## src/rtl/adc_seq_pkg.sv

```systemverilog
package adc_seq_pkg;
  typedef enum logic [2:0] {
    SQ_OFF   = 3'd0,
    SQ_WAKE  = 3'd1,
    SQ_READY = 3'd2,
    SQ_CONV  = 3'd3,
    SQ_PEND  = 3'd4
  } seq_state_t;
endpackage

```

## src/rtl/adc_seq_sync.sv

```systemverilog
module adc_seq_sync (
  input  logic clk,
  input  logic rst_n,
  input  logic async_i,
  output logic lvl_o,
  output logic rise_o,
  output logic fall_o
);
  logic meta_q, lvl_q, prev_q;

  always_ff @(posedge clk or negedge rst_n) begin
    if (!rst_n) begin
      meta_q <= 1'b0;
      lvl_q  <= 1'b0;
      prev_q <= 1'b0;
    end else begin
      meta_q <= async_i;
      lvl_q  <= meta_q;
      prev_q <= lvl_q;
    end
  end

  assign lvl_o  = lvl_q;
  assign rise_o = lvl_q & ~prev_q;
  assign fall_o = ~lvl_q & prev_q;
endmodule

```

## src/rtl/adc_seq_timer.sv

```systemverilog
module adc_seq_timer #(
  parameter int CNT_W = 8
) (
  input  logic             clk,
  input  logic             rst_n,
  input  logic             load_i,
  input  logic [CNT_W-1:0] load_val_i,
  input  logic             run_i,
  output logic             done_o
);
  logic [CNT_W-1:0] cnt_q, cnt_d;
  logic             cnt_en;

  always_comb begin
    cnt_en = load_i | (run_i & (cnt_q != '0));
    cnt_d  = load_i ? load_val_i : cnt_q - 1'b1;
  end

  always_ff @(posedge clk or negedge rst_n) begin
    if (!rst_n)      cnt_q <= '0;
    else if (cnt_en) cnt_q <= cnt_d;
  end

  assign done_o = (cnt_q == '0);
endmodule

```

## src/rtl/adc_seq_ctrl.sv

```systemverilog
module adc_seq_ctrl
  import adc_seq_pkg::*;
#(
  parameter int PWRUP_CYC = 75,
  parameter int CONV_CYC  = 115,
  parameter int CNT_W     = 8
) (
  input  logic             clk,
  input  logic             rst_n,
  input  logic             cs_lvl_i,
  input  logic             cs_rise_i,
  input  logic             cs_fall_i,
  input  logic             busy_i,
  input  logic             tmr_done_i,
  output logic             tmr_load_o,
  output logic [CNT_W-1:0] tmr_val_o,
  output logic             tmr_run_o,
  output logic             conv_end_o,
  output logic             release_o,
  output logic             powered_o,
  output logic             converting_o
);
  localparam logic [CNT_W-1:0] PWRUP_LOAD = CNT_W'(PWRUP_CYC - 1);
  localparam logic [CNT_W-1:0] CONV_LOAD  = CNT_W'(CONV_CYC - 1);

  seq_state_t st_q, st_d;
  logic       fall_seen_q, fall_seen_d;
  logic       stay_q, stay_d;

  always_comb begin
    st_d        = st_q;
    fall_seen_d = fall_seen_q;
    stay_d      = stay_q;
    tmr_load_o  = 1'b0;
    tmr_val_o   = CONV_LOAD;
    conv_end_o  = 1'b0;
    release_o   = 1'b0;
    unique case (st_q)
      SQ_OFF: begin
        fall_seen_d = 1'b0;
        if (cs_rise_i) begin
          st_d       = SQ_WAKE;
          tmr_load_o = 1'b1;
          tmr_val_o  = PWRUP_LOAD;
        end
      end
      SQ_WAKE: begin
        if (cs_fall_i) fall_seen_d = 1'b1;
        if (tmr_done_i) begin
          fall_seen_d = 1'b0;
          if (fall_seen_q | cs_fall_i) begin
            st_d       = SQ_CONV;
            tmr_load_o = 1'b1;
          end else begin
            st_d = SQ_READY;
          end
        end
      end
      SQ_READY: begin
        if (cs_fall_i) begin
          st_d       = SQ_CONV;
          tmr_load_o = 1'b1;
        end
      end
      SQ_CONV: begin
        if (tmr_done_i) begin
          conv_end_o = 1'b1;
          stay_d     = cs_lvl_i;
          if (busy_i)        st_d = SQ_PEND;
          else if (cs_lvl_i) st_d = SQ_READY;
          else               st_d = SQ_OFF;
        end
      end
      SQ_PEND: begin
        if (!busy_i) begin
          release_o = 1'b1;
          st_d      = stay_q ? SQ_READY : SQ_OFF;
        end
      end
      default: st_d = SQ_OFF;
    endcase
  end

  always_ff @(posedge clk or negedge rst_n) begin
    if (!rst_n) begin
      st_q        <= SQ_OFF;
      fall_seen_q <= 1'b0;
      stay_q      <= 1'b0;
    end else begin
      st_q        <= st_d;
      fall_seen_q <= fall_seen_d;
      stay_q      <= stay_d;
    end
  end

  assign tmr_run_o    = (st_q == SQ_WAKE) | (st_q == SQ_CONV);
  assign powered_o    = (st_q != SQ_OFF);
  assign converting_o = (st_q == SQ_CONV) | (st_q == SQ_PEND);
endmodule

```

## src/rtl/adc_seq_outreg.sv

```systemverilog
module adc_seq_outreg #(
  parameter int DATA_W = 10
) (
  input  logic              clk,
  input  logic              rst_n,
  input  logic              conv_end_i,
  input  logic              busy_i,
  input  logic              release_i,
  input  logic [DATA_W-1:0] data_i,
  output logic              latch_o,
  output logic [DATA_W-1:0] result_o
);
  logic [DATA_W-1:0] res_q, park_q, res_d;
  logic              res_en, park_en, latch_d;

  always_comb begin
    park_en = conv_end_i & busy_i;
    res_en  = (conv_end_i & ~busy_i) | release_i;
    res_d   = release_i ? park_q : data_i;
    latch_d = res_en;
  end

  always_ff @(posedge clk or negedge rst_n) begin
    if (!rst_n) begin
      res_q   <= '0;
      park_q  <= '0;
      latch_o <= 1'b0;
    end else begin
      latch_o <= latch_d;
      if (res_en)  res_q  <= res_d;
      if (park_en) park_q <= data_i;
    end
  end

  assign result_o = res_q;
endmodule

```

## src/rtl/adc_conv_seq.sv

```systemverilog
module adc_conv_seq #(
  parameter int DATA_W    = 10,
  parameter int PWRUP_CYC = 75,
  parameter int CONV_CYC  = 115
) (
  input  logic              clk,
  input  logic              rst_n,
  input  logic              cnv_start_i,
  input  logic              read_busy_i,
  input  logic [DATA_W-1:0] conv_data_i,
  output logic              powered_o,
  output logic              converting_o,
  output logic              latch_o,
  output logic [DATA_W-1:0] result_o
);
  localparam int MAX_CYC = (PWRUP_CYC > CONV_CYC) ? PWRUP_CYC : CONV_CYC;
  localparam int CNT_W   = $clog2(MAX_CYC + 1);

  logic             rst_meta_q, rst_sync_n;
  logic             cs_lvl, cs_rise, cs_fall;
  logic             tmr_load, tmr_run, tmr_done;
  logic [CNT_W-1:0] tmr_val;
  logic             conv_end, rel;

  always_ff @(posedge clk or negedge rst_n) begin
    if (!rst_n) begin
      rst_meta_q <= 1'b0;
      rst_sync_n <= 1'b0;
    end else begin
      rst_meta_q <= 1'b1;
      rst_sync_n <= rst_meta_q;
    end
  end

  adc_seq_sync u_sync (
    .clk    (clk),
    .rst_n  (rst_sync_n),
    .async_i(cnv_start_i),
    .lvl_o  (cs_lvl),
    .rise_o (cs_rise),
    .fall_o (cs_fall)
  );

  adc_seq_timer #(.CNT_W(CNT_W)) u_timer (
    .clk       (clk),
    .rst_n     (rst_sync_n),
    .load_i    (tmr_load),
    .load_val_i(tmr_val),
    .run_i     (tmr_run),
    .done_o    (tmr_done)
  );

  adc_seq_ctrl #(
    .PWRUP_CYC(PWRUP_CYC),
    .CONV_CYC (CONV_CYC),
    .CNT_W    (CNT_W)
  ) u_ctrl (
    .clk         (clk),
    .rst_n       (rst_sync_n),
    .cs_lvl_i    (cs_lvl),
    .cs_rise_i   (cs_rise),
    .cs_fall_i   (cs_fall),
    .busy_i      (read_busy_i),
    .tmr_done_i  (tmr_done),
    .tmr_load_o  (tmr_load),
    .tmr_val_o   (tmr_val),
    .tmr_run_o   (tmr_run),
    .conv_end_o  (conv_end),
    .release_o   (rel),
    .powered_o   (powered_o),
    .converting_o(converting_o)
  );

  adc_seq_outreg #(.DATA_W(DATA_W)) u_outreg (
    .clk       (clk),
    .rst_n     (rst_sync_n),
    .conv_end_i(conv_end),
    .busy_i    (read_busy_i),
    .release_i (rel),
    .data_i    (conv_data_i),
    .latch_o   (latch_o),
    .result_o  (result_o)
  );
endmodule

```

## config.mk

```make
export PLATFORM = sky130hd
export DESIGN_NAME = adc_conv_seq
export DESIGN_NICKNAME = d
export VERILOG_FILES = /design/src/rtl/adc_seq_pkg.sv /design/src/rtl/adc_seq_sync.sv /design/src/rtl/adc_seq_timer.sv /design/src/rtl/adc_seq_ctrl.sv /design/src/rtl/adc_seq_outreg.sv /design/src/rtl/adc_conv_seq.sv
export SDC_FILE = /design/constraint.sdc
export NUM_CORES = 1
export LEC_CHECK = 0
export ABC_AREA = 1
export BUFFER_PORTS_ARGS = -buffer_cell sky130_fd_sc_hd__clkbuf_2
export CAP_MARGIN = 5
export CORE_MARGIN = 10
export CORE_UTILIZATION = 51
export DETAILED_ROUTE_END_ITERATION = 12
export PLACE_DENSITY_LB_ADDON = 0.1
export SYNTH_ARGS = -nofsm -noshare
export SYNTH_HDL_FRONTEND = slang
export SYNTH_HIERARCHICAL = 1
export SYNTH_SLANG_ARGS = --single-unit
```

## constraint.sdc

```tcl
create_clock -name clk -period 1.5 [get_ports clk]
set_input_delay 0.075 -clock clk [delete_from_list [all_inputs] [get_ports clk]]
set_output_delay 0.075 -clock clk [all_outputs]
set_load 0.05 [all_outputs]
```

; ---- Word-level counts from Yosys, hierarchy flattened
; Index checks and enable logic that the tools add are counted.
[word_totals]
input_bits = 14
regBits = 38
out_inout_bits = 13
elab_cells = 70
[op_classes]
n_reduce_logical = 8
n_mux = 26
n_bitwise = 13
addsub = 1
eq_ne = 10
[op_table]
columns = op, n
row1 = 2-to-1 mux 3 bit, 6
row2 = one-hot mux 3 bit (5 select lines), 1
row3 = 2-to-1 mux 7 bit, 2
row4 = 2-to-1 mux 1 bit, 11
row5 = 2-to-1 mux 10 bit, 1
row6 = "inequality test 2 bit, second input constant", 4
row7 = logical NOT 7 bit, 1
row8 = nonzero test 7 bit, 1
row9 = "subtractor 7 x 1 -> 7 bit, second input constant", 1
row10 = "== test 3 x 2 -> 1 bit, second input constant", 2
row11 = 2-to-1 mux 6 bit, 1
row12 = bitwise AND 1 bit, 5
row13 = bitwise OR 1 bit, 5
row14 = AND reduction 5 bit, 1
row15 = 2-to-1 mux 2 bit, 2
row16 = AND reduction 2 bit, 2
row17 = "== test 3 x 1 -> 1 bit, second input constant", 1
row18 = "== test 3 bit, second input constant", 1
row19 = logical NOT 3 bit, 1
row20 = "inequality test 3 x 2 -> 1 bit, second input constant", 1
row21 = NOT 1 bit, 3
row22 = one-hot mux 1 bit (3 select lines), 1
row23 = nonzero test 3 bit, 1
row24 = "inequality test 2 x 1 -> 1 bit, second input constant", 1
row25 = 2 further kinds, 2

; ---- Longest topological paths before layout
; Gate-level depths: netlist of run 1.
[logic_depth]
depth_word = 7
mapped_depth = 11

; ---- Modules after synthesis
; Netlist of run 1, hierarchy kept.
[by_module_without_submodules]
columns = mod, area_each_um2, instances, cells_per_inst
row1 = adc_seq_outreg, 950.9, 1, 123
row2 = adc_seq_timer, 485.5, 1, 75
row3 = adc_seq_ctrl, 452.9, 1, 71
row4 = adc_seq_sync, 90.1, 1, 7
row5 = adc_conv_seq, 53.8, 1, 3

; ---- Worst setup path before layout of run 1
; No wires, ideal clock.
[synth_path]
path_type = reg-to-reg
startpoint = reg u_ctrl.st_q[1]
endpoint = reg u_timer.cnt_q[2]
path_stages_with_launch = 10
setup_ps = 121
path_slack_ps = -376
n_path_buf = 1
arrival_ps = 1755
path_cell_list = dfrtp_1 nor2_4 nand2_1 inv_1 nand2_2 nand3_1 clkbuf_1 o21ai_0 nand2_1 o21ai_1
[synth_lines]
columns = element, line_no
row1 = "start, declared", adc_seq_ctrl.sv:26  ; seq_state_t st_q, st_d;
row2 = "start signal, assigned", adc_seq_ctrl.sv:90  ; st_q <= st_d;
row3 = "== test 3 x 2 -> 1 bit, or another cell as far along", adc_seq_ctrl.sv:38  ; unique case (st_q)
row4 = one-hot mux 1 bit (3 select lines) (*), adc_seq_ctrl.sv:38
row5 = net tmr_load, adc_conv_seq.sv:21  ; logic tmr_load, tmr_run, tmr_done;
row6 = 2-to-1 mux 7 bit or bitwise OR 1 bit (tied branches), "adc_seq_timer.sv:16, adc_seq_timer.sv:15"
row7 = "end signal, assigned", adc_seq_timer.sv:21  ; else if (cnt_en) cnt_q <= cnt_d;
row8 = "end, declared", adc_seq_timer.sv:11  ; logic [CNT_W-1:0] cnt_q, cnt_d;
; Mark *: on every way through the listed nets, which the timed path passes. The rest lies on a longest branch.
; A chain may end at the register's enable or synchronous reset.

; ---- Final worst setup path of run 1
[layout_path]
startpoint = reg u_timer.cnt_q[2]
endpoint = reg u_outreg.res_q[2], in the netlist u_outreg/result_o[2]
[layout_between]
elab_chain_cells = 5
[layout_lines]
columns = element, line_no
row1 = logical NOT 7 bit, adc_seq_timer.sv:24  ; assign done_o = (cnt_q == '0);
row2 = net tmr_done, adc_conv_seq.sv:21
row3 = 2-to-1 mux 1 bit, adc_seq_ctrl.sv:66  ; if (tmr_done_i) begin
row4 = 2-to-1 mux 1 bit, adc_seq_ctrl.sv:38
row5 = net conv_end, adc_conv_seq.sv:23  ; logic conv_end, rel;
row6 = bitwise AND 1 bit, adc_seq_outreg.sv:18  ; res_en = (conv_end_i & ~busy_i) | release_i;
row7 = bitwise OR 1 bit, adc_seq_outreg.sv:18
row8 = "end signal, assigned", adc_seq_outreg.sv:30  ; if (res_en) res_q <= res_d;
row9 = "end, declared", adc_seq_outreg.sv:13  ; logic [DATA_W-1:0] res_q, park_q, res_d;
; The timed path passes the listed nets, and every way through them passes these cells.

==> flow_summary.yaml, run 1 <==
run_status:
  outcome: "finished clean"
worst_setup_path:
  worst_setup_path_start_kind: "flop"
  cp_max_fo: 10
  reg2reg_from: "u_timer/cnt_q[2]$_DFFE_PN0P_"
  r2r_slack_ns: 0.009
  endpoint_kind: "flop"
  reg2reg_depth: 9
  critPathRequiredTime_ns: 1.68
  criticalPathCategory: "flop to flop"
  rr_endpoint: "u_outreg/result_o[2]$_DFFE_PN0P_"
  crit_arrival_ns: 1.67
placed_design:
  place.gp.congestion: 0.872
  portBuffers: 26
  dp.cells: 368
  hpwlAfterDp_um: 3190
power:
  comb_power_share_pct: 52.6
  swShare_pct: 44.3
  vdd_ir_drop_max_v: 0.00119
  design_power_total_mw: 5.16
  p_leak_nw: 1.49
  p_int_mw: 2.88
  power.density_mw_per_mm2: 1970
  p_clk_share_pct: 16.5
  switching_power_mw: 2.29
  power_frac_seq_pct: 30.9
hold_path:
  min-delay-start: "conv_data_i[0]"
  min_path_type: "input port to flop"
  hold_path_end: "u_outreg/park_q[0]$_DFFE_PN0P_"
  worstHoldPathCells: 3
sta:
  finalCritPeriodShare_pct: 99.4
  fmaxAchievable_mhz: 671
  period_needed_ns: 1.49
  drv_slew: 0
  rsz0062_at_grt: "true"
  setup_tns_ns: 0
  hold_viol_final: 0
  setup_violations: 0
  clock_skew_ns: 0.00835
grt:
  grt-ovfl-total: 0
  grtUsageTotal_pct: 12.6
  grt_antenna_before_repair: 0
  first_global_vias: 1631
  grt_max_degree: 37
  grt_pass1_wl_um: 7440
synth:
  seq_area_frac_synth_pct: 46.8
  synth_area_per_cell_um2: 7.29
  synth_cell_types: 25
  synth_top_area_share_pct: 46.8
  yosys_warnings: 6
  synth_seq_cells: 38
  synth_area_mm2: 0.00203
  synthCells: 279
  yosysTopAreaCell: "dfrtp_1"
  synthTopCellsByArea: "dfrtp_1 47%, nand2_1 21%, nand3_1 9.8%"
clocking:
  clockBufferDepth: 2
  cts_buffers: 5
  clock_latency_ns: 0.29
  root_buffer: "clkbuf_8"
  htreeDepth: 2
  tritoncts: "built"
  clk_pin_slew_ns: 0.08
  clkSinkCount: 38
drt:
  wl_um: 4550
  vias_per_cell: 4.88
  drtAntennaViolNets: 0
  drt_pass1_iterations: 4
  num_vias: 1865
  drc_errors: 0
  wl_per_cell_um: 11.9
  drt_iter0_drc: 84
layout:
  fin_cells: 382
  layout-drive-gt1-share_pct: 31.4
  syn2layout_area_growth_pct: 28.9
  n_fill_cell: 324
  num_antenna_cells: 0
  fin_nets: 348
floorplan:
  die-area_mm2: 0.00691
  die_x_um: 83.1
  num_rows: 22
  start_util_pct: 53.9
  pin_count: 27
  core_area_mm2: 0.00377
  die_h_um: 83.1
run:
  maxCapViolCount: 0
[critical path: stages (launching register included)]
cell and delay, ns:
dfrtp_1 0.40, nor2_2 0.20, nand2_4 0.08, nor2_4 0.14, inv_2 0.07, nor2_4 0.15
nand2_2 0.09, buf_6 0.14, nand3_1 0.06, nand2_1 0.05
[cell usage in the layout (no fill, tap or decap), drive strengths merged]
master and count:
nand2 117, nand3 41, dfrtp 38, clkbuf 31, buf 30, inv 29
nor2 21, o21ai 10, conb 5, nand4 3, clkinv 2, dlygate4sd3 2
bufinv 1, or2 1, a21oi 1, o21bai 1, ha 1
[flip-flops by register name (all words and copies together) (netlist names)]
signal / cells
rst_sync_n: 1
u_sync/meta_q: 1
u_ctrl/st_q: 3
u_ctrl/fall_seen_q: 1
u_sync/prev_q: 1
u_outreg/latch_o: 1
u_outreg/park_q: 10
u_ctrl/stay_q: 1
u_timer/cnt_q: 7
u_outreg/result_o: 10
u_sync/lvl_o: 1
rst_meta_q: 1
[layer usage]
| layer | vias to the layer above | GRT usage (%) | share of wire, % | wire length [µm] |
|---|---|---|---|---|
| li1 | 965 | - | - | - |
| met1 | 839 | 16.6 | 47 | 2120 |
| met2 | 55 | 18.6 | 46 | 2080 |
| met3 | 6 | 4.20 | 6.3 | 288 |
| met4 | 0 | 4.15 | 1.3 | 61 |
| met5 | - | 0 | 0 | 0 |
[per-stage QoR]
step / hold WS, ns / worst slack [ns] / util [%] / instance area, µm²
floorplan: -0.221 / -0.00886 / - / 2080
detailed placement: -0.137 / -0.105 / 62.7 / 2370
global placement: -0.139 / -0.0435 / 62.7 / 2370
finish: 0.0201 / 0.00867 / 69.5 / 2620
global route: 0.0268 / -0.118 / 69.5 / 2620
CTS: 0.0126 / -0.00250 / 67.1 / 2530
[logic make-up after synthesis]
| logic type | synth area share [%] |
|---|---|
| flops | 46.8 |
| compound gates | 3.26 |
| fa+ha+maj | 0.615 |
| simple gates | 39.3 |
| other cells | 0.554 |
| buf+inv | 9.54 |
[synthesized netlist by cell type]
cell / n
inv_2: 3
nor2_4: 2
nor2_2: 4
ha_1: 1
buf_2: 5
a21oi_1: 1
o21ai_1: 5
o21ai_0: 4
clkinv_1: 1
o21ai_2: 1
or2_2: 1
o21bai_1: 1
buf_6: 1
conb_1: 3
nand2_1: 113
nor2_1: 15
nand2_2: 2
nand2_4: 2
nand3_1: 40
inv_1: 25
nand3_2: 1
clkbuf_1: 1
dfrtp_1: 38
buf_4: 6
nand4_1: 3
[power by group through the flow]
stage	Clock (mW)	Combinational (mW)	Sequential, mW
detailed placement	0	2.49	1.60
finish	0.851	2.72	1.59
CTS	0.880	2.56	1.58
global route	0.920	3.02	1.64
floorplan	0	1.43	1.95
global placement	0	2.48	1.59
[cell type report]
| class | count | area, µm² | area share [%] |
|---|---|---|---|
| multi-input cells | 201 | 991 | 37.8 |
| flip-flops and latches | 38 | 953 | 36.4 |
| repair buffers | 58 | 390 | 14.9 |
| inverters | 29 | 116 | 4.44 |
| clock buffers | 5 | 68.8 | 2.63 |
| well taps | 48 | 60.1 | 2.29 |
| clock inverters | 3 | 40.0 | 1.53 |
[worst max path at each step]
stage / start / to / cells after the start
floorplan: u_ctrl/st_q[1]$_DFFE_PN0P_ / u_timer/cnt_q[4]$_DFFE_PN0P_ / 10
global placement: u_timer/cnt_q[1]$_DFFE_PN0P_ / u_outreg/park_q[2]$_DFFE_PN0P_ / 9
detailed placement: u_timer/cnt_q[1]$_DFFE_PN0P_ / u_timer/cnt_q[4]$_DFFE_PN0P_ / 11
CTS: u_timer/cnt_q[1]$_DFFE_PN0P_ / u_timer/cnt_q[1]$_DFFE_PN0P_ / 11
global route: u_timer/cnt_q[5]$_DFFE_PN0P_ / u_timer/cnt_q[0]$_DFFE_PN0P_ / 9
finish: u_timer/cnt_q[2]$_DFFE_PN0P_ / u_outreg/result_o[2]$_DFFE_PN0P_ / 9
[timing repair]
item	in CTS	in global routing
pin swaps	2	13
cloned	0	1
resized for setup	10	25
hold buffers	2	0
endpoints found under the setup margin	29	30
hold endpoints to repair	3	0
buffers inserted	1	2
Note: power is estimated with default switching activity, not from simulation.
==> inputs of run 2 (changes only) <==
--- a/config.mk
+++ b/config.mk
@@ -11,6 +11,7 @@
 export CORE_MARGIN = 10
 export CORE_UTILIZATION = 51
 export DETAILED_ROUTE_END_ITERATION = 12
+export MAX_ROUTING_LAYER = met4
 export PLACE_DENSITY_LB_ADDON = 0.1
 export SYNTH_ARGS = -nofsm -noshare
 export SYNTH_HDL_FRONTEND = slang
==> run 2 against run 1 <==
Against the previous run: highest routed layer unchanged; die area is the same; largest cell class unchanged; final cell count is the same; design area is the same; wire length grew 0.55%; critical path type unchanged.
==> flow_summary.yaml, run 2 (same netlist as run 1, synthesis figures left out) <==
run_status:
  outcome: "finished clean"
sta:
  setup_violations: 0
  clock_skew_ns: 0.00788
  rsz0062_at_grt: "true"
  fin_ws_ns: 0.000811
  finalCritPeriodShare_pct: 99.9
  drv_slew: 0
  period_needed_ns: 1.50
  hold_viol_final: 0
  fmaxAchievable_mhz: 667
  hold_ws_ns: 0.0184
clocking:
  clk_pin_slew_ns: 0.08
  cts_buffers: 5
  clockBufferDepth: 2
  clock_latency_ns: 0.29
  htreeDepth: 2
  clkSinkCount: 38
  tritoncts: "built"
  root_buffer: "clkbuf_8"
floorplan:
  die_x_um: 83.1
  core_area_mm2: 0.00377
  die-area_mm2: 0.00691
  start_util_pct: 53.9
  pin_count: 27
  die_h_um: 83.1
  num_rows: 22
worst_setup_path:
  crit_arrival_ns: 1.72
  cp_max_fo: 5
  critPathRequiredTime_ns: 1.72
  worst_setup_path_start_kind: "flop"
  endpoint_kind: "flop"
  criticalPathCategory: "flop to flop"
grt:
  grtUsageTotal_pct: 12.9
  grt_pass1_wl_um: 7440
  grt_antenna_before_repair: 0
  grt_max_degree: 37
  grt-ovfl-total: 0
  first_global_vias: 1631
drt:
  drt_iter0_drc: 84
  num_vias: 1866
  drtAntennaViolNets: 0
  wl_um: 4580
  drt_pass1_iterations: 5
  vias_per_cell: 4.88
  drc_errors: 0
  wl_per_cell_um: 12.0
power:
  p_clk_share_pct: 16.6
  power_frac_seq_pct: 30.8
  power.density_mw_per_mm2: 1970
  vdd_ir_drop_max_v: 0.00120
  p_int_mw: 2.88
  swShare_pct: 44.4
  design_power_total_mw: 5.17
  comb_power_share_pct: 52.6
  switching_power_mw: 2.30
  p_leak_nw: 1.49
run:
  maxCapViolCount: 0
layout:
  num_antenna_cells: 0
  layout_commonest_cell: "nand2_1"
  utilization_pct: 69.5
  fin_nets: 348
  layout-drive-gt1-share_pct: 31.4
  fin_cells: 382
  syn2layout_area_growth_pct: 28.9
  layout_common_cells: "102 x nand2_1, 37 x nand3_1, 36 x dfrtp_1, 25 x clkbuf_2, 25 x buf_4"
placed_design:
  dp.cells: 368
  portBuffers: 26
  pre_cts_ws_ns: -0.105
  place.gp.congestion: 0.886
  hpwlAfterDp_um: 3190
hold_path:
  min_path_type: "input port to flop"
run 2: cell counts in the layout (fill, tap and decap cells not counted):
No cell type changed its count.
run 2: final timing paths:
path                                         startpoint                        endpoint  cells past startpoint  slack (ns)
setup reg to reg           u_timer/cnt_q[2]$_DFFE_PN0P_    u_timer/cnt_q[3]$_DFFE_PN0P_                     10      0.0008
hold reg to reg                    rst_sync_n$_DFF_PN0_    u_timer/cnt_q[1]$_DFFE_PN0P_                      1        0.28
max in group asynchronous          rst_sync_n$_DFF_PN0_      u_ctrl/st_q[1]$_DFFE_PN0P_                      1        0.88
min in group asynchronous                         rst_n            rst_sync_n$_DFF_PN0_                      2        0.09
setup / recovery           u_timer/cnt_q[2]$_DFFE_PN0P_    u_timer/cnt_q[3]$_DFFE_PN0P_                     10      0.0008
hold / removal                           conv_data_i[0]  u_outreg/park_q[0]$_DFFE_PN0P_                      3        0.02
run 2: worst max-delay path: stages (launching register included):
cell and delay, ns:
dfrtp_1 0.40, nor2_2 0.20, nand2_4 0.08, nor2_4 0.14
nand3_2 0.13, nand3_4 0.11, buf_2 0.17, nand2_1 0.05
nand2_1 0.06, inv_1 0.03, o21ai_0 0.06
run 2: metal layers:
layer	wire (µm)	track usage [%]
met1	2170	17.0
met2	2090	18.6
met3	252	3.61
met4	61	4.15
met5	0	-
run 2: final cells by class:
cell class | instances | area, µm²
inverter | 29 | 116
timing repair buffer | 58 | 390
clock buffer | 5 | 68.8
multi-input combinational | 201 | 991
tap | 48 | 60.1
sequential | 38 | 953
clock inverter | 3 | 40.0
fill | 324 | 1150
run 2: power groups by stage:
stage          Combinational (mW)  Sequential [mW]  Clock [mW]
6_report                     2.72             1.60       0.858
5_1_grt                      3.02             1.64       0.920
4_1_cts                      2.56             1.58       0.880
3_5_place_dp                 2.49             1.60           0
3_3_place_gp                 2.48             1.59           0
2_1_floorplan                1.43             1.95           0
run 2: stage by stage:
stage | setup TNS (ns) | instance area, µm²
6_report | 0 | 2620
3_3_place_gp | -0.673 | 2370
5_1_grt | -2.13 | 2620
2_1_floorplan | -0.0102 | 2080
3_5_place_dp | -1.88 | 2370
4_1_cts | -0.00250 | 2530
run 2: what timing repair did:
action | CTS | global route
gates resized for setup | 10 | 25
gates cloned | 0 | 1
hold buffers | 2 | 0
buffers inserted | 1 | 2
endpoints found under the hold margin | 3 | 0
endpoints found under the setup margin | 29 | 30
pin swaps | 2 | 13
